## config.mk

```make
export PLATFORM = sky130hd
export DESIGN_NAME = interleaved_pwm_gen
export DESIGN_NICKNAME = d
export VERILOG_FILES = /design/src/rtl/ilv_pkg.sv /design/src/rtl/ilv_phase_ctrl.sv /design/src/rtl/ilv_pwm_datapath.sv /design/src/rtl/interleaved_pwm_gen.sv
export SDC_FILE = /design/constraint.sdc
export NUM_CORES = 1
export LEC_CHECK = 0
export BUFFER_PORTS_ARGS = -buffer_cell sky130_fd_sc_hd__buf_4
export CORE_UTILIZATION = 45
export CTS_CLUSTER_SIZE = 24
export DETAILED_ROUTE_END_ITERATION = 12
export GPL_TIMING_DRIVEN = 0
export PLACE_DENSITY = 0.62
export REMOVE_ABC_BUFFERS = 1
export SETUP_SLACK_MARGIN = 0.3
export SYNTH_ARGS = -nofsm -noshare
export SYNTH_HDL_FRONTEND = slang
export SYNTH_HIERARCHICAL = 1
export SYNTH_SLANG_ARGS = --single-unit
```

## constraint.sdc

```tcl
create_clock -name clk -period 10.57 [get_ports clk]
set_input_delay 1.057 -clock clk [delete_from_list [all_inputs] [get_ports clk]]
set_output_delay 1.057 -clock clk [all_outputs]
set_load 0.02 [all_outputs]
```

## src/rtl/ilv_pkg.sv

```systemverilog
package ilv_pkg;

  localparam int ILV_CH_N = 3;

  // Strobes passed from the phase controller to the channel datapath.
  typedef struct packed {
    logic                halt;     // run enable is low this tick
    logic [ILV_CH_N-1:0] chanOn;   // channel is driven (output enable)
    logic [ILV_CH_N-1:0] termStb;  // channel terminates at this edge
  } ilvStrb_t;

endpackage

```

## src/rtl/ilv_phase_ctrl.sv

```systemverilog
module ilv_phase_ctrl
  import ilv_pkg::*;
#(
  parameter int CNT_W      = 12,
  parameter int MIN_PERIOD = 4
) (
  input  logic             clk,
  input  logic             rst_n,
  input  logic             runEn,
  input  logic [CNT_W-1:0] periodCnt,
  input  logic             twoPhaseStrap,
  output ilvStrb_t         strb,
  output logic [CNT_W-1:0] blankLen,
  output logic             cycleStrobe
);

  localparam logic [CNT_W-1:0] MIN_P = CNT_W'(MIN_PERIOD);
  localparam logic [CNT_W-1:0] THREE = CNT_W'(3);
  localparam logic [CNT_W-1:0] ONE   = CNT_W'(1);

  logic             active;
  logic [CNT_W-1:0] masterCnt;
  logic [CNT_W-1:0] curPeriod;
  logic             twoQ;
  logic             strobeQ;

  logic [CNT_W-1:0] reqPeriod;
  logic [CNT_W-1:0] thirdOff;
  logic [CNT_W-1:0] halfOff;
  logic [CNT_W-1:0] off2;
  logic [CNT_W-1:0] off3;
  logic             wrapNow;

  // Clamp the requested period so that the quarter window is never empty.
  assign reqPeriod = (periodCnt < MIN_P) ? MIN_P : periodCnt;

  // Phase offsets are derived from the period that is latched for this cycle.
  assign thirdOff = curPeriod / THREE;
  assign halfOff  = curPeriod >> 1;
  assign off2     = twoQ ? halfOff : thirdOff;
  assign off3     = {thirdOff[CNT_W-2:0], 1'b0};
  assign wrapNow  = (masterCnt == (curPeriod - ONE));

  // The blanking length is ceil(period/4), computed without overflow.
  assign blankLen = (curPeriod >> 2) + {{(CNT_W-1){1'b0}}, |curPeriod[1:0]};

  always_ff @(posedge clk) begin
    if (!rst_n) begin
      active    <= 1'b0;
      masterCnt <= '0;
      curPeriod <= MIN_P;
      twoQ      <= 1'b0;
      strobeQ   <= 1'b0;
    end else if (!runEn) begin
      active    <= 1'b0;
      masterCnt <= '0;
      curPeriod <= reqPeriod;
      twoQ      <= twoPhaseStrap;
      strobeQ   <= 1'b0;
    end else begin
      active  <= 1'b1;
      strobeQ <= active && (masterCnt == '0);
      if (!active) begin
        masterCnt <= '0;
        curPeriod <= reqPeriod;
        twoQ      <= twoPhaseStrap;
      end else if (wrapNow) begin
        masterCnt <= '0;
        curPeriod <= reqPeriod;
        twoQ      <= twoPhaseStrap;
      end else begin
        masterCnt <= masterCnt + ONE;
      end
    end
  end

  always_comb begin
    strb.halt       = !runEn;
    strb.termStb[0] = active && (masterCnt == '0);
    strb.termStb[1] = active && (masterCnt == off2);
    strb.termStb[2] = active && !twoQ && (masterCnt == off3);
    strb.chanOn[0]  = active;
    strb.chanOn[1]  = active;
    strb.chanOn[2]  = active && !twoQ;
  end

  assign cycleStrobe = strobeQ;

endmodule

```

## src/rtl/ilv_pwm_datapath.sv

```systemverilog
module ilv_pwm_datapath
  import ilv_pkg::*;
#(
  parameter int CNT_W = 12
) (
  input  logic                      clk,
  input  logic                      rst_n,
  input  ilvStrb_t                  strb,
  input  logic [CNT_W-1:0]          blankLen,
  input  logic [ILV_CH_N*CNT_W-1:0] cmpLevel,
  output logic [ILV_CH_N-1:0]       pwmLvl
);

  localparam logic [CNT_W-1:0] SAW_MAX = '1;
  localparam logic [CNT_W-1:0] ONE     = CNT_W'(1);

  for (genvar ch = 0; ch < ILV_CH_N; ch++) begin : g_chan
    logic [CNT_W-1:0] saw;
    logic [CNT_W-1:0] sawNext;
    logic [CNT_W-1:0] cmpCh;
    logic [CNT_W-1:0] thresh;
    logic             armed;
    logic             pwmQ;

    assign cmpCh   = cmpLevel[ch*CNT_W +: CNT_W];
    // The rising point is never allowed inside the forced-low window.
    assign thresh  = (cmpCh > blankLen) ? cmpCh : blankLen;
    assign sawNext = (saw == SAW_MAX) ? saw : saw + ONE;

    always_ff @(posedge clk) begin
      if (!rst_n) begin
        saw   <= '0;
        armed <= 1'b0;
        pwmQ  <= 1'b0;
      end else if (strb.halt || !strb.chanOn[ch]) begin
        saw   <= '0;
        armed <= 1'b0;
        pwmQ  <= 1'b0;
      end else if (strb.termStb[ch]) begin
        saw   <= '0;
        armed <= 1'b1;
        pwmQ  <= 1'b0;
      end else begin
        saw   <= sawNext;
        pwmQ  <= armed && (sawNext >= thresh);
      end
    end

    assign pwmLvl[ch] = pwmQ;
  end

endmodule

```

## src/rtl/interleaved_pwm_gen.sv

```systemverilog
module interleaved_pwm_gen
  import ilv_pkg::*;
#(
  parameter int CNT_W      = 12,
  parameter int MIN_PERIOD = 4
) (
  input  logic                      clk,
  input  logic                      rst_n,
  input  logic                      runEn,
  input  logic [CNT_W-1:0]          periodCnt,
  input  logic                      twoPhaseStrap,
  input  logic [ILV_CH_N*CNT_W-1:0] cmpLevel,
  output logic [ILV_CH_N-1:0]       pwmOut,
  output logic [ILV_CH_N-1:0]       pwmOe,
  output logic                      cycleStrobe
);

  ilvStrb_t         strb;
  logic [CNT_W-1:0] blankLen;

  ilv_phase_ctrl #(.CNT_W(CNT_W), .MIN_PERIOD(MIN_PERIOD)) u_ctrl (
    .clk          (clk),
    .rst_n        (rst_n),
    .runEn        (runEn),
    .periodCnt    (periodCnt),
    .twoPhaseStrap(twoPhaseStrap),
    .strb         (strb),
    .blankLen     (blankLen),
    .cycleStrobe  (cycleStrobe)
  );

  ilv_pwm_datapath #(.CNT_W(CNT_W)) u_path (
    .clk     (clk),
    .rst_n   (rst_n),
    .strb    (strb),
    .blankLen(blankLen),
    .cmpLevel(cmpLevel),
    .pwmLvl  (pwmOut)
  );

  assign pwmOe = strb.chanOn;

endmodule

```

Word-level counts from Yosys, hierarchy flattened
Cells that the tools add are included.

Register bits after elaboration: 69. Bits in latches: 0. Bits in writable memories: 0. ROM bits: 0. Logic and storage cells: 75. Memories: 0.

Add/sub/neg operators: 6. $mul: 0. Divide/modulo/power cells: 1. Order comparisons: 7. Equal/unequal tests: 7. Shifts and indexed selects: 0. Muxes and demuxes: 15. Bitwise operators: 3. Reductions and logical operators: 22.

Operator list (count): 12-bit 2-to-1 mux (11); 12-bit by 1-bit adder with 12-bit output, second input constant (4); 12-bit equality test (3); 12-bit equality test, second input constant (3); 12-bit greater-or-equal comparator (3); 12-bit by 11-bit > comparator with 1-bit output (3); 12-bit by 2-bit divider with 12-bit output, second input constant (1); 12-bit logical NOT (1); 12-bit by 3-bit less-than comparator with 1-bit output, second input constant (1); 12-bit by 1-bit subtractor with 12-bit output, second input constant (1); 10-bit by 1-bit adder with 11-bit output (1); 3-bit OR reduction (3); 1-bit logical AND (7); 2-bit OR reduction (3); 1-bit logical NOT (4); 1-bit 2-to-1 mux (4); 4-bit OR reduction (1); 3-bit inequality test, second input constant (1); 1-bit inverter (3); 1-bit logical OR (2); 2-bit AND reduction (1).

Longest topological paths before layout
Gate-level depths: netlist (run 1).

Depth in word-level cells: 6. Gate-level depth with buffers: 24.

Hierarchy
The synthesis (run 1) kept the hierarchy.

Modules (own cells, without submodules): ilv_pwm_datapath (times used 1, cells an instance 442, area each 3936.3 µm²); ilv_phase_ctrl (times used 1, cells an instance 497, area each 3502.1 µm²).

Worst setup path before layout (run 1)
OpenSTA, ideal clock, no wires.

Path kind: reg2reg. Start: register u_ctrl.curPeriod[4]. End: register u_path.g_chan[1].pwmQ. Library setup time: 0.136 ns. Arrival: 4.601 ns. Slack: 5.833 ns. Cell stages (with the launch flop): 20. Buffers on the path: 4. Cells stage by stage: dfxtp_1 buf_1 clkbuf_1 buf_1 and3_1 nand3_1 nor4_1 inv_1 ha_1 nand4_1 a211o_1 a31oi_1 buf_2 mux2i_1 ha_1 a21o_1 a21o_1 a21oi_1 o311a_1 a2111oi_0.

Cells in the longest elaborated chain, start to end: 5.

RTL lines: from (decl) (RTL line ilv_phase_ctrl.sv:23) `logic [CNT_W-1:0] curPeriod;`; from (signal assigned) (RTL line ilv_phase_ctrl.sv:57) `curPeriod <= reqPeriod;`; from (signal assigned) (RTL line ilv_phase_ctrl.sv:65) `curPeriod <= reqPeriod;`; from (signal assigned) (RTL line ilv_phase_ctrl.sv:69) `curPeriod <= reqPeriod;`; 10-bit by 1-bit adder with 11-bit output * (RTL line ilv_phase_ctrl.sv:45) `assign blankLen = (curPeriod >> 2) + {{(CNT_W-1){1'b0}}, |curPeriod[1:0]};`; net blankLen[10] (RTL line interleaved_pwm_gen.sv:19) `logic [CNT_W-1:0] blankLen;`; 12-bit by 11-bit > comparator with 1-bit output (RTL line ilv_pwm_datapath.sv:27) `assign thresh = (cmpCh > blankLen) ? cmpCh : blankLen;`; 12-bit 2-to-1 mux * (RTL line ilv_pwm_datapath.sv:27); 12-bit greater-or-equal comparator * (RTL line ilv_pwm_datapath.sv:45) `pwmQ <= armed && (sawNext >= thresh);`; 1-bit logical AND * (RTL line ilv_pwm_datapath.sv:45); to (signal assigned) (RTL line ilv_pwm_datapath.sv:45); to (decl) (RTL line ilv_pwm_datapath.sv:23) `logic pwmQ;`.

The timed path passes the listed nets; every way through them passes the cells marked *. A chain may end at the register's enable or synchronous reset.

Final worst setup path (run 1)
Start: register u_ctrl.curPeriod[0]. End: register u_path.g_chan[1].pwmQ.

Cells in the longest elaborated chain, start to end: 6.

RTL lines (RTL line): 2-bit OR reduction * (ilv_phase_ctrl.sv:45); 10-bit by 1-bit adder with 11-bit output * (ilv_phase_ctrl.sv:45); net blankLen[10] (interleaved_pwm_gen.sv:19); 12-bit by 11-bit > comparator with 1-bit output (ilv_pwm_datapath.sv:27); 12-bit 2-to-1 mux * (ilv_pwm_datapath.sv:27); 12-bit greater-or-equal comparator * (ilv_pwm_datapath.sv:45); 1-bit logical AND * (ilv_pwm_datapath.sv:45).

Marked as above.

==> results.md, run 1 <==
* CP Max Fanout at 12
* Seq/Total Area, Yosys at 0.1857
* RSZ-0062 raised after global routing: no
* WL per Instance at 17.29 µm
* Io pins at 59
* Final Non-Filler Cells at between 1000 and 1500
* Largest stage delay, worst path at just over 800 ps
* EDFF count, synth at 0
* Die ar. at about 17000 µm²
* Synth cell types at 88
* Critical Path, Cell by Cell: inv_1, ha_1, inv_1, ha_1, ha_1, and3_1, nand3_1, nor4_1, inv_1, ha_1, nand4_1, a211o_1, a31oi_2, mux2_2, ha_1, nand2b_1, a21o_1, a211oi_1, o311a_1, a2111oi_0
* Die Y at 130.6 µm
* Hold Fails Final Rpt at 0
* GRT Util Overall at 0.2440
* Placed Cells at 1147
* Kind of critical path: reg -> reg
* Pleak at 3.450 nW
* # rows at 46
* Post-Syn Area at 7438 µm²
* Setup Buffers After CTS at 0
* Root buf cell: clkbuf_16
* Total power at 848.8 µW
* DRT iter0 DRCs at 654
* CTS Buffer Depth at 2
* Via count at between 6000 and 7000
* Vias in the first global route at 6247
* TritonCTS Buffers at 9
* Most used DFF post-synth: dfxtp_1
* Worst Setup Start Kind: flop
* GPL Wtd Cong at just under 0.9
* Least-Margin Pin Slew at 1270 ps
* Vias per cell at 5.945
* Footprint of the multi-input gates at between 5000 and 6000 µm²
* Largest net degree at the start of global routing at 36
* P&R area growth vs syn at 8.814%
* Min cycle time layout at approximately 6200 ps
* Initial Util at 0.4649
* Max Clk Rate at 161.1 MHz
* Total global routing overflow at 0
* Cts repair resizes at 0
* Fillcell total at roughly 1700
* CP max stage cell: a31oi_2
* Average size of a mapped cell at 7.922 µm²
* Initial antenna violation count at 0
* Cell Pwr Density at between 100 and 150 nW/µm²
* Max VDD drop at 0.08264 mV
* Core area at 16000 µm²
* Clock transition at the registers of the reported paths at 70 ps
* HPWL after DPL at roughly 15000 µm
* Status: finished, final reports clean
* Register area at 1381 µm²
* ANT cells at 0
* Final net count at 1077
* First-pass GRT wire length at ~32000 µm
* Max-capacitance violation count at 0
* Synth Register Bits at 69
* Ys async rst share at 0
* Critical Path Sink Type: flop
* Crit-path most repeated cell: ha_1
* Die W at 130.6 µm
* Slew Limit Fails at 0
* Crit path buffers/inverters at 3
* Pre-Repair DR Iteration Count at 5
* Drt drc at 0
* Skew-Pair Late Insertion Delay at 350 ps
* Setup violators final at 0
* Crit path arrival time at around 6400 ps
* Delay-heaviest family, CP: compound AO/OA/AOI/OAI gates
* CP required at ~11000 ps
* Setup TNS at 0 ps
* Share of cells above drive strength 1 at 0.1204
* CTS Sinks at 69
* Min Hold Slack at 453.5 ps
* Final cycle utilization of the critical path at 0.5873
* H-tree depth at 3
* WL final at 20110 µm
* Syn Inst Count at 939
* Clock skew at 9.259 ps
* Hold Buf Count CTS at 0
* Worst min path class: reg -> reg
* PortBufs at 58
* CTS tree: done
* Relative slew slack at 0.1523
* Final ANT Viol Nets at 0
* Yosys warns at 6
## tightest hold or removal path: cells and delay by family (launching register included)
family | cells | cell delay, ps
buf+inv | 1 | 40
compound gates | 1 | 50
flops | 1 | 300
## sequential cells by signal (all words and copies together) (netlist names)
register and count:
u_ctrl/twoQ 1, u_path/g_chan.saw 36, u_path/g_chan.pwmQ 3, u_ctrl/curPeriod 12, u_ctrl/cycleStrobe 1, u_path/g_chan.armed 3
u_ctrl/masterCnt 12, u_ctrl/active 1
## placed cells by master (no fill, tap or decap), types with 5 or more instances in the layout
cell type,count
a211o_1,7
a211oi_1,8
a21o_1,16
a21oi_1,63
a31oi_1,13
and2_1,9
and3_1,10
and4_1,5
and4b_1,6
buf_4,58
clkbuf_16,9
dfxtp_1,69
ha_1,83
inv_1,39
mux2_2,8
mux2i_1,39
nand2_1,61
nand2b_1,11
nand3_1,41
nand3b_1,6
nand4_1,26
nor2_1,74
nor2b_1,22
nor3_1,17
nor4_1,10
o211ai_1,7
o21ai_0,36
o22ai_1,7
xnor2_1,44
xor2_1,34
## logic make-up after synthesis
kind of cell	share of synthesized area
compound gates	0.2081
xor+xnor	0.09622
simple gates	0.2341
mux	0.06661
buf+inv	0.06913
flops	0.1857
other cells	0.0005041
fa+ha+maj	0.1396
## synth_stat cells (all sizes together), types with 7 or more instances
| library cell | count | area [µm²] |
|---|---|---|
| ha | 83 | 1039 |
| nor2 | 76 | 295.3 |
| dfxtp | 69 | 1381 |
| a21oi | 64 | 324.1 |
| nand2 | 63 | 246.5 |
| xnor2 | 44 | 385.4 |
| nand3 | 42 | 215.2 |
| o21ai | 40 | 200.2 |
| inv | 39 | 146.4 |
| mux2i | 39 | 390.4 |
| xor2 | 36 | 330.3 |
| buf | 34 | 247.7 |
| clkbuf | 32 | 120.1 |
| nand4 | 26 | 162.7 |
| nor2b | 22 | 137.6 |
| nor3 | 18 | 95.09 |
| a31oi | 17 | 121.4 |
| a21o | 16 | 120.1 |
| nand2b | 12 | 77.58 |
| and2 | 10 | 65.06 |
| and3 | 10 | 62.56 |
| nor4 | 10 | 62.56 |
| mux2 | 9 | 105.1 |
| a211oi | 8 | 60.06 |
| a211o | 7 | 61.31 |
| o211ai | 7 | 52.55 |
| o22ai | 7 | 43.79 |
## layer usage
layer | up-vias | share of wire | global-route usage
met4 | 0 | 0.018 | 0.08654
met1 | 3237 | 0.50 | 0.3497
met2 | 206 | 0.43 | 0.3722
met3 | 24 | 0.052 | 0.03217
met5 | - | 0 | 0
li1 | 3447 | - | -
## area by class of cell
type,count,area share
Clock buffer,9,0.02783
Clock inverter,7,0.009120
Inverter,39,0.01809
Multi-Input combinational cell,765,0.6871
Sequential cell,69,0.1707
Tap cell,216,0.03339
Timing Repair Buffer,58,0.05380
## power by group
group	total, mW	switching [mW]	leakage [nW]	internal, mW
sequential	0.285	0.0210	0.560	0.264
combinational	0.260	0.146	2.74	0.114
clock	0.304	0.137	0.148	0.167
total	0.849	0.304	3.45	0.545
## through the flow
stage | area [µm²] | utilization | setup slack (ps)
after global placement | 7776 | 0.4860 | 3908
after CTS | 8094 | 0.5059 | 4311
after global routing | 8094 | 0.5059 | 3917
after floorplan | 7071 | - | 5255
final | 8094 | 0.5059 | 4362
after detailed placement | 7795 | 0.4872 | 4374
## path summary, 6_finish.rpt
path	endpoint	slack, ps	cells after the start	start
setup / recovery	u_path/g_chan[1].pwmQ	4360	20	u_ctrl/curPeriod[0]
hold / removal	u_path/g_chan[2].pwmQ	450	2	u_path/g_chan[2].armed
setup reg to reg	u_path/g_chan[1].pwmQ	4360	20	u_ctrl/curPeriod[0]
hold reg to reg	u_path/g_chan[2].pwmQ	450	2	u_path/g_chan[2].armed
(Power assumes the default switching activity.)
==> run 2, diff against run 1 <==
--- a/config.mk
+++ b/config.mk
@@ -5,12 +5,13 @@
 export SDC_FILE = /design/constraint.sdc
 export NUM_CORES = 1
 export LEC_CHECK = 0
+export ABC_AREA = 1
 export BUFFER_PORTS_ARGS = -buffer_cell sky130_fd_sc_hd__buf_4
 export CORE_UTILIZATION = 45
 export CTS_CLUSTER_SIZE = 24
 export DETAILED_ROUTE_END_ITERATION = 12
 export GPL_TIMING_DRIVEN = 0
-export PLACE_DENSITY = 0.62
+export PLACE_DENSITY = 0.64
 export REMOVE_ABC_BUFFERS = 1
 export SETUP_SLACK_MARGIN = 0.3
 export SYNTH_ARGS = -nofsm -noshare
==> constraint.sdc (replaced) <==
create_clock -name clk -period 5.5 [get_ports clk]
set_input_delay 0.55 -clock clk [delete_from_list [all_inputs] [get_ports clk]]
set_output_delay 0.55 -clock clk [all_outputs]
set_load 0.02 [all_outputs]
==> run 2 against run 1 <==
Clock skew shrank 3.8 ps; design area shrank 2.4%; die area shrank 4.4%; non-clock buffer count is the same; count of clock-buffer cells in the layout grew 1; first-iteration DRC count shrank 45%; via count shrank 2.0%; critical path depth grew 5; hold slack lost 22 ps; sequential share of layout area grew 0.42 points; final cell count grew 16%; clock power grew 110%.
==> results.md, run 2 <==
* Top cell type's share of synthesized area at 0.1944 (was 0.1857)
* HPWL after DPL at 13720 µm (was 14790 µm)
* Top Registers: u_path/g_chan.saw x36, u_ctrl/curPeriod x12, u_ctrl/masterCnt x12 (unchanged)
* Count leader, synth: nand2_1 (was ha_1)
* Total global routing overflow at 0 (unchanged)
* DRT iter0 DRCs at 361 (was 654)
* Most frequent cells in the layout: nand2_1 (280), inv_1 (150), nand3_1 (95) (was ha_1 (83), nor2_1 (74), dfxtp_1 (69))
* Worst Setup Start Kind: flop (unchanged)
* R2r worst-path depth at 25 (was 20)
* WL per Instance at 12.93 µm (was 17.29 µm)
* Largest reg by FF count: u_path/g_chan.saw (unchanged)
* Vias per cell at 5.029 (was 5.945)
* Die Y at 127.7 µm (was 130.6 µm)
* P&R area growth vs syn at 11.18% (was 8.814%)
* Initial antenna violation count at 0 (unchanged)
* WL final at 17440 µm (was 20110 µm)
* Synth area leaders: dfxtp_1 (19%), nand2_1 (15%), ha_1 (15%), inv_1 (7.9%), nand3_1 (6.7%) (was dfxtp_1 (19%), ha_1 (14%), mux2i_1 (5.2%), xnor2_1 (5.2%), a21oi_1 (4.2%))
* Hold EP: u_ctrl/curPeriod[10] (was u_path/g_chan[2].pwmQ)
* Synth Register Bits at 69 (unchanged)
* PortBufs at 58 (unchanged)
* CTS tree: done (unchanged)
* Syn Inst Count at 1099 (was 939)
* Via count at 6779 (was 6914)
* Most used DFF post-synth: dfxtp_1 (unchanged)
* Seq/Total Area, Yosys at 0.1944 (was 0.1857)
* Die W at 127.7 µm (was 130.6 µm)
* Max VDD drop at 0.1555 mV (was 0.08264 mV)
* Reg2Reg Capture Point: u_path/g_chan[2].pwmQ (was u_path/g_chan[1].pwmQ)
* Yosys warns at 6 (unchanged)
* Share of cells above drive strength 1 at 0.1363 (was 0.1204)
* Min cycle time layout at 4601 ps (was 6208 ps)
* Pre-Repair DR Iteration Count at 4 (was 5)
* Initial Util at 0.4640 (was 0.4649)
* Average size of a mapped cell at 6.465 µm² (was 7.922 µm²)
* Synth area leader: dfxtp_1 (unchanged)
* # rows at 45 (was 46)
* H-tree depth at 3 (unchanged)
* Hold Buf Count CTS at 0 (unchanged)
* TritonCTS Buffers at 9 (unchanged)
* Final Util at 0.5159 (was 0.5059)
* Max Clk Rate at 217.3 MHz (was 161.1 MHz)
* Hold Startpoint: periodCnt[10] (was u_path/g_chan[2].armed)
* Kind of critical path: reg -> reg (unchanged)
* ANT cells at 0 (unchanged)
* EDFF count, synth at 0 (unchanged)
* Core area at 15310 µm² (was 16000 µm²)
* GPL Wtd Cong at 0.8637 (was 0.8849)
* Synth cell types at 50 (was 88)
* CTS Buffer Depth at 2 (unchanged)
* Status: finished, final reports clean (unchanged)
* CP required at 5760 ps (was 10770 ps)
* Final net count at 1267 (was 1077)
* CP Max Fanout at 13 (was 12)
* Setup slack, reg-to-reg at 900 ps (was 4360 ps)
* First-pass GRT wire length at 28830 µm (was 32180 µm)
* Critical Path Sink Type: flop (unchanged)
* Skew-Pair Late Insertion Delay at 350 ps (about the same)
* Hold Fails Final Rpt at 0 (unchanged)
* Clock skew at 5.416 ps (was 9.259 ps)
* Setup TNS at 0 ps (unchanged)
* Synth cell count leaders: nand2_1 (280), inv_1 (150), nand3_1 (95) (was ha_1 (83), nor2_1 (74), dfxtp_1 (69))
* Max reg flops at 36 (unchanged)
* Setup Buffers After CTS at 0 (unchanged)
* Worst min path class: in -> reg (was reg -> reg)
* Least-Margin Pin Slew at 695.5 ps (was 1270 ps)
* Worst r2r src: u_ctrl/curPeriod[1] (was u_ctrl/curPeriod[0])
* CTS Sinks at 69 (unchanged)
* Fillcell total at 1643 (was 1656)
* Cts repair resizes at 0 (unchanged)
* Largest net degree at the start of global routing at 22 (was 36)
* Slew Limit Fails at 0 (unchanged)
* Pleak at 4.028 nW (was 3.450 nW)
* Final ANT Viol Nets at 0 (unchanged)
* Die ar. at 16300 µm² (was 17050 µm²)
* Most common cell after layout, fill and taps aside: nand2_1 (was ha_1)
* Io pins at 59 (unchanged)
* Final cycle utilization of the critical path at 0.8366 (was 0.5873)
* Vias in the first global route at 6170 (was 6247)
* Clock transition at the registers of the reported paths at 60 ps (was 70 ps)
* Cell Pwr Density at 208.4 nW/µm² (was 104.9 nW/µm²)
* Min Hold Slack at 431.6 ps (was 453.5 ps)
* Ys async rst share at 0 (unchanged)
* Drt drc at 0 (unchanged)
* Setup violators final at 0 (unchanged)
* GRT Util Overall at 0.2230 (was 0.2440)
* Crit path arrival time at 4860 ps (was 6400 ps)
* Relative slew slack at 0.5352 (was 0.1523)
* Hold Path Depth at 3 (was 2)
* Max-capacitance violation count at 0 (unchanged)
* Post-Syn Area at 7106 µm² (was 7438 µm²)
* Root buf cell: clkbuf_16 (unchanged)
* RSZ-0062 raised after global routing: no (unchanged)
-- run 2: final cells by class --
cell class	count	area (µm²)	share of cell area
inverters	167	626.9	0.07935
clock inverters	6	86.33	0.01093
repair buffers	58	435.4	0.05512
clock buffers	10	239.0	0.03025
well taps	211	264.0	0.03342
flip-flops and latches	69	1381	0.1748
multi-input cells	827	4867	0.6161
-- run 2: per-stage QoR --
| stage | power (mW) | setup WS [ps] | instances | instance area, µm² |
|---|---|---|---|---|
| after floorplan | 0.8794 | 1777 | 1063 | 6875 |
| after global placement | 0.9985 | 908.9 | 1332 | 7575 |
| after detailed placement | 1.004 | 858.0 | 1332 | 7575 |
| after CTS | 1.663 | 854.4 | 1348 | 7900 |
| after global routing | 1.753 | 363.4 | 1348 | 7900 |
| final | 1.647 | 898.5 | 1348 | 7900 |
-- run 2: layer usage --
metal | part of all wire | up-vias | GRT usage
met4 | 0.018 | 0 | 0.08097
met2 | 0.44 | 126 | 0.3603
met5 | 0 | - | 0
met1 | 0.50 | 3020 | 0.3067
li1 | - | 3612 | -
met3 | 0.040 | 21 | 0.02462
-- run 2: worst max-delay path: stages, from the launching register on --
cell and delay, ps:
dfxtp_1 420, inv_1 150, ha_1 220, inv_1 50, ha_1 160, nand3_1 120
nor3_1 300, nand3_1 180, nor2_1 150, xor2_1 150, inv_1 190, ha_1 360
nand2_1 50, inv_1 40, nand2_1 60, nor2_1 100, nand2_1 60, nand3_1 330
nand2_1 370, nand2_1 150, nand2_1 80, ha_1 290, nand2_1 80, nor3_1 180
nand2_1 70, a21oi_1 190
-- run 2: worst max-delay path by stage --
stage	start	endpoint	slack, ps	depth (start not counted)
2_1_floorplan	u_ctrl/curPeriod[1]	u_path/g_chan[2].pwmQ	1780	25
3_3_place_gp	u_ctrl/curPeriod[1]	u_path/g_chan[0].pwmQ	910	25
3_5_place_dp	u_ctrl/curPeriod[1]	u_path/g_chan[0].pwmQ	860	23
4_1_cts	u_ctrl/curPeriod[1]	u_path/g_chan[0].pwmQ	850	23
5_1_grt	u_ctrl/curPeriod[1]	u_path/g_chan[2].pwmQ	360	25
6_report	u_ctrl/curPeriod[1]	u_path/g_chan[2].pwmQ	900	25
-- run 2: report_power, final --
group	internal, mW	switching [mW]
registers	0.508	0.0178
clock network	0.409	0.241
logic	0.178	0.293
total	1.09	0.552
-- run 2: cell families after synthesis --
group                    after synthesis  share of synthesized area
flip-flops                            69                     0.1944
AND/OR/NAND/NOR                      546                     0.3515
adder cells (fa/ha/maj)               83                     0.1462
other                                  1                  0.0005278
XOR/XNOR                              60                    0.07607
AO/OA/AOI/OAI                        137                     0.1108
buffers and inverters                203                     0.1206
==> run 3, diff against run 2 <==
--- a/config.mk
+++ b/config.mk
@@ -11,7 +11,7 @@
 export CTS_CLUSTER_SIZE = 24
 export DETAILED_ROUTE_END_ITERATION = 12
 export GPL_TIMING_DRIVEN = 0
-export PLACE_DENSITY = 0.64
+export PLACE_DENSITY = 0.62
 export REMOVE_ABC_BUFFERS = 1
 export SETUP_SLACK_MARGIN = 0.3
 export SYNTH_ARGS = -nofsm -noshare
==> constraint.sdc (replaced) <==
create_clock -name clk -period 4.3 [get_ports clk]
set_input_delay 0.43 -clock clk [delete_from_list [all_inputs] [get_ports clk]]
set_output_delay 0.43 -clock clk [all_outputs]
set_load 0.02 [all_outputs]
==> run 3 against run 2 <==
Maximum frequency grew 16%; power grew 41%; combinational power grew 61%; global-route usage grew 0.98 points; sequential share of layout area shrank 1.4 points; clock power grew 37%; critical path type unchanged; final cell count grew 3.0%; design area grew 10%; hold slack lost 110 ps.
==> results.md, run 3 (synthesis results as in run 2) <==
* Slew Limit Fails at 0 (unchanged)
* Pre-Repair DR Iteration Count at 5 (was 4)
* Largest stage delay, worst path at 410 ps (was 420 ps)
* Largest reg by FF count: u_path/g_chan.saw (unchanged)
* Delay-heaviest family, CP: compound AO/OA/AOI/OAI gates (was simple AND/OR/NAND/NOR gates)
* GRT Util Overall at 0.2328 (was 0.2230)
* Share of cells above drive strength 1 at 0.2319 (was 0.1363)
* HPWL after DPL at 13790 µm (was 13720 µm)
* Hold EP: u_ctrl/active (was u_ctrl/curPeriod[10])
* Total power at 2.326 mW (was 1.647 mW)
* Root buf cell: clkbuf_16 (unchanged)
* CTS Buffer Depth at 2 (unchanged)
* Worst r2r src: u_ctrl/curPeriod[11] (was u_ctrl/curPeriod[1])
* Cell Pwr Density at 267.2 nW/µm² (was 208.4 nW/µm²)
* Pleak at 4.314 nW (was 4.028 nW)
* Clock transition at the registers of the reported paths at 60 ps (about the same)
* ANT cells at 0 (unchanged)
* Setup slack, reg-to-reg at 330 ps (was 900 ps)
* P&R area growth vs syn at 22.52% (was 11.18%)
* R2r worst-path depth at 30 (was 25)
* Max reg flops at 36 (unchanged)
* Setup violators final at 0 (unchanged)
* Initial Util at 0.4640 (unchanged)
* CP required at 4580 ps (was 5760 ps)
* Worst setup startpoint: u_ctrl/curPeriod[11] (was u_ctrl/curPeriod[1])
* DRT iter0 DRCs at 420 (was 361)
* Final net count at 1307 (was 1267)
* Max Clk Rate at 252.1 MHz (was 217.3 MHz)
* CTS tree: done (unchanged)
* TritonCTS Buffers at 9 (unchanged)
* Least-Margin Pin Slew at 599.7 ps (was 695.5 ps)
* Crit path buffers/inverters at 5 (was 4)
* Core area at 15310 µm² (unchanged)
* CTS Sinks at 69 (unchanged)
* Kind of critical path: reg -> reg (unchanged)
* Via count at 6952 (was 6779)
* Die W at 127.7 µm (unchanged)
* Hold Buf Count CTS at 0 (unchanged)
* Max-capacitance violation count at 0 (unchanged)
* Worst Setup Start Kind: flop (unchanged)
* Drt drc at 0 (unchanged)
* Final ANT Viol Nets at 0 (unchanged)
* Min cycle time layout at 3966 ps (was 4601 ps)
* Largest net degree at the start of global routing at 22 (unchanged)
* H-tree depth at 3 (unchanged)
* WL final at 18660 µm (was 17440 µm)
* Top Registers: u_path/g_chan.saw x36, u_ctrl/curPeriod x12, u_ctrl/masterCnt x12 (unchanged)
* Final cycle utilization of the critical path at 0.9223 (was 0.8366)
* GPL Wtd Cong at 0.8493 (was 0.8637)
* Io pins at 59 (unchanged)
* Reg2Reg Capture Point: u_path/g_chan[2].saw[3] (was u_path/g_chan[2].pwmQ)
* Vias per cell at 5.009 (was 5.029)
* Total global routing overflow at 0 (unchanged)
* First-pass GRT wire length at 30130 µm (was 28830 µm)
* Hold Path Depth at 3 (unchanged)
* Initial antenna violation count at 0 (unchanged)
* Most common cell after layout, fill and taps aside: nand2_1 (unchanged)
* Die ar. at 16300 µm² (unchanged)
* Status: finished, final reports clean (unchanged)
* Clock skew at 9.381 ps (was 5.416 ps)
* Min Hold Slack at 317.3 ps (was 431.6 ps)
* Vias in the first global route at 6303 (was 6170)
* # rows at 45 (unchanged)
* CP max stage cell: dfxtp_4 (was dfxtp_1)
* Skew-Pair Late Insertion Delay at 340 ps (was 350 ps)
* Hold Fails Final Rpt at 0 (unchanged)
* PortBufs at 58 (unchanged)
* Relative slew slack at 0.5996 (was 0.5352)
* Crit path arrival time at 4240 ps (was 4860 ps)
* RSZ-0062 raised after global routing: yes (was no)
* Critical Path Sink Type: flop (unchanged)
* Most frequent cells in the layout: nand2_1 (263), inv_1 (137), buf_4 (90) (was nand2_1 (280), inv_1 (150), nand3_1 (95))
* Die Y at 127.7 µm (unchanged)
* Hold Startpoint: runEn (was periodCnt[10])
* CP Max Fanout at 6 (was 13)
* Worst min path class: in -> reg (unchanged)
* Crit-path most repeated cell: nand2_2 (was nand2_1)
* Max VDD drop at 0.1989 mV (was 0.1555 mV)
* WL per Instance at 13.44 µm (was 12.93 µm)
run 3: cell types whose count changed in the layout (fill, tap and decap cells not counted), sizes merged:
| cell | change |
|---|---|
| clkinv | -1 |
| clkinvlp | +2 |
| inv | -1 |
| bufinv | +1 |
| buf | +34 |
| clkbuf | +1 |
| nand2 | +1 |
| nand4 | +1 |
| nand3 | +2 |
run 3: worst max-delay path by stage:
stage	to	depth (start not counted)
floorplan	u_path/g_chan[2].pwmQ	25
global placement	u_path/g_chan[0].pwmQ	25
detailed placement	u_path/g_chan[0].pwmQ	25
CTS	u_path/g_chan[1].pwmQ	25
global route	u_path/g_chan[2].saw[3]	30
finish	u_path/g_chan[2].saw[3]	30
run 3: area by class of cell:
class	instances	area, µm²
multi-input combinational	831	5326
timing repair buffer	92	698.2
inverter	167	644.4
timing repair inverter	2	15.01
fill	1523	6609
clock inverter	5	106.4
tap	211	264.0
clock buffer	11	252.7
sequential	69	1399
run 3: stage by stage:
step | setup WS, ps | instance area (µm²) | instances | TNS (ps) | utilization
floorplan | 577.1 | 6875 | 1063 | 0 | -
global placement | -310.5 | 7575 | 1332 | -731.9 | 0.4946
detailed placement | -330.5 | 7575 | 1332 | -842.0 | 0.4946
CTS | 306.7 | 8080 | 1354 | 0 | 0.5276
global route | 11.06 | 8706 | 1388 | 0 | 0.5685
finish | 334.0 | 8706 | 1388 | 0 | 0.5685
run 3: timing repair:
item | 4_1_cts | 5_1_grt
buffers inserted | 3 | 31
gates resized for setup | 30 | 95
endpoints found under the setup margin | 26 | 49
gates cloned | 3 | 3
pin swaps | 4 | 37
run 3: report_power, final:
part           switching [mW]  internal (mW)  leakage, nW
combinational           0.450          0.312         3.58
sequential             0.0267          0.649        0.563
clock                   0.289          0.599        0.172
total                   0.766           1.56         4.31
run 3: routing by layer:
metal	vias up	routed length (µm)	track usage
met1	3093	8971	0.3166
met5	-	0	0
met2	125	8518	0.3809
met4	0	484	0.08789
li1	3709	-	-
met3	25	680	0.02337
run 3: worst register-to-register path, delay by kind of cell (launching register included):
| family | cells | cell delay [ps] |
|---|---|---|
| compound gates | 10 | 1410 |
| simple gates | 13 | 1260 |
| buf+inv | 5 | 520 |
| flops | 1 | 410 |
| fa+ha+maj | 1 | 160 |
| xor+xnor | 1 | 150 |
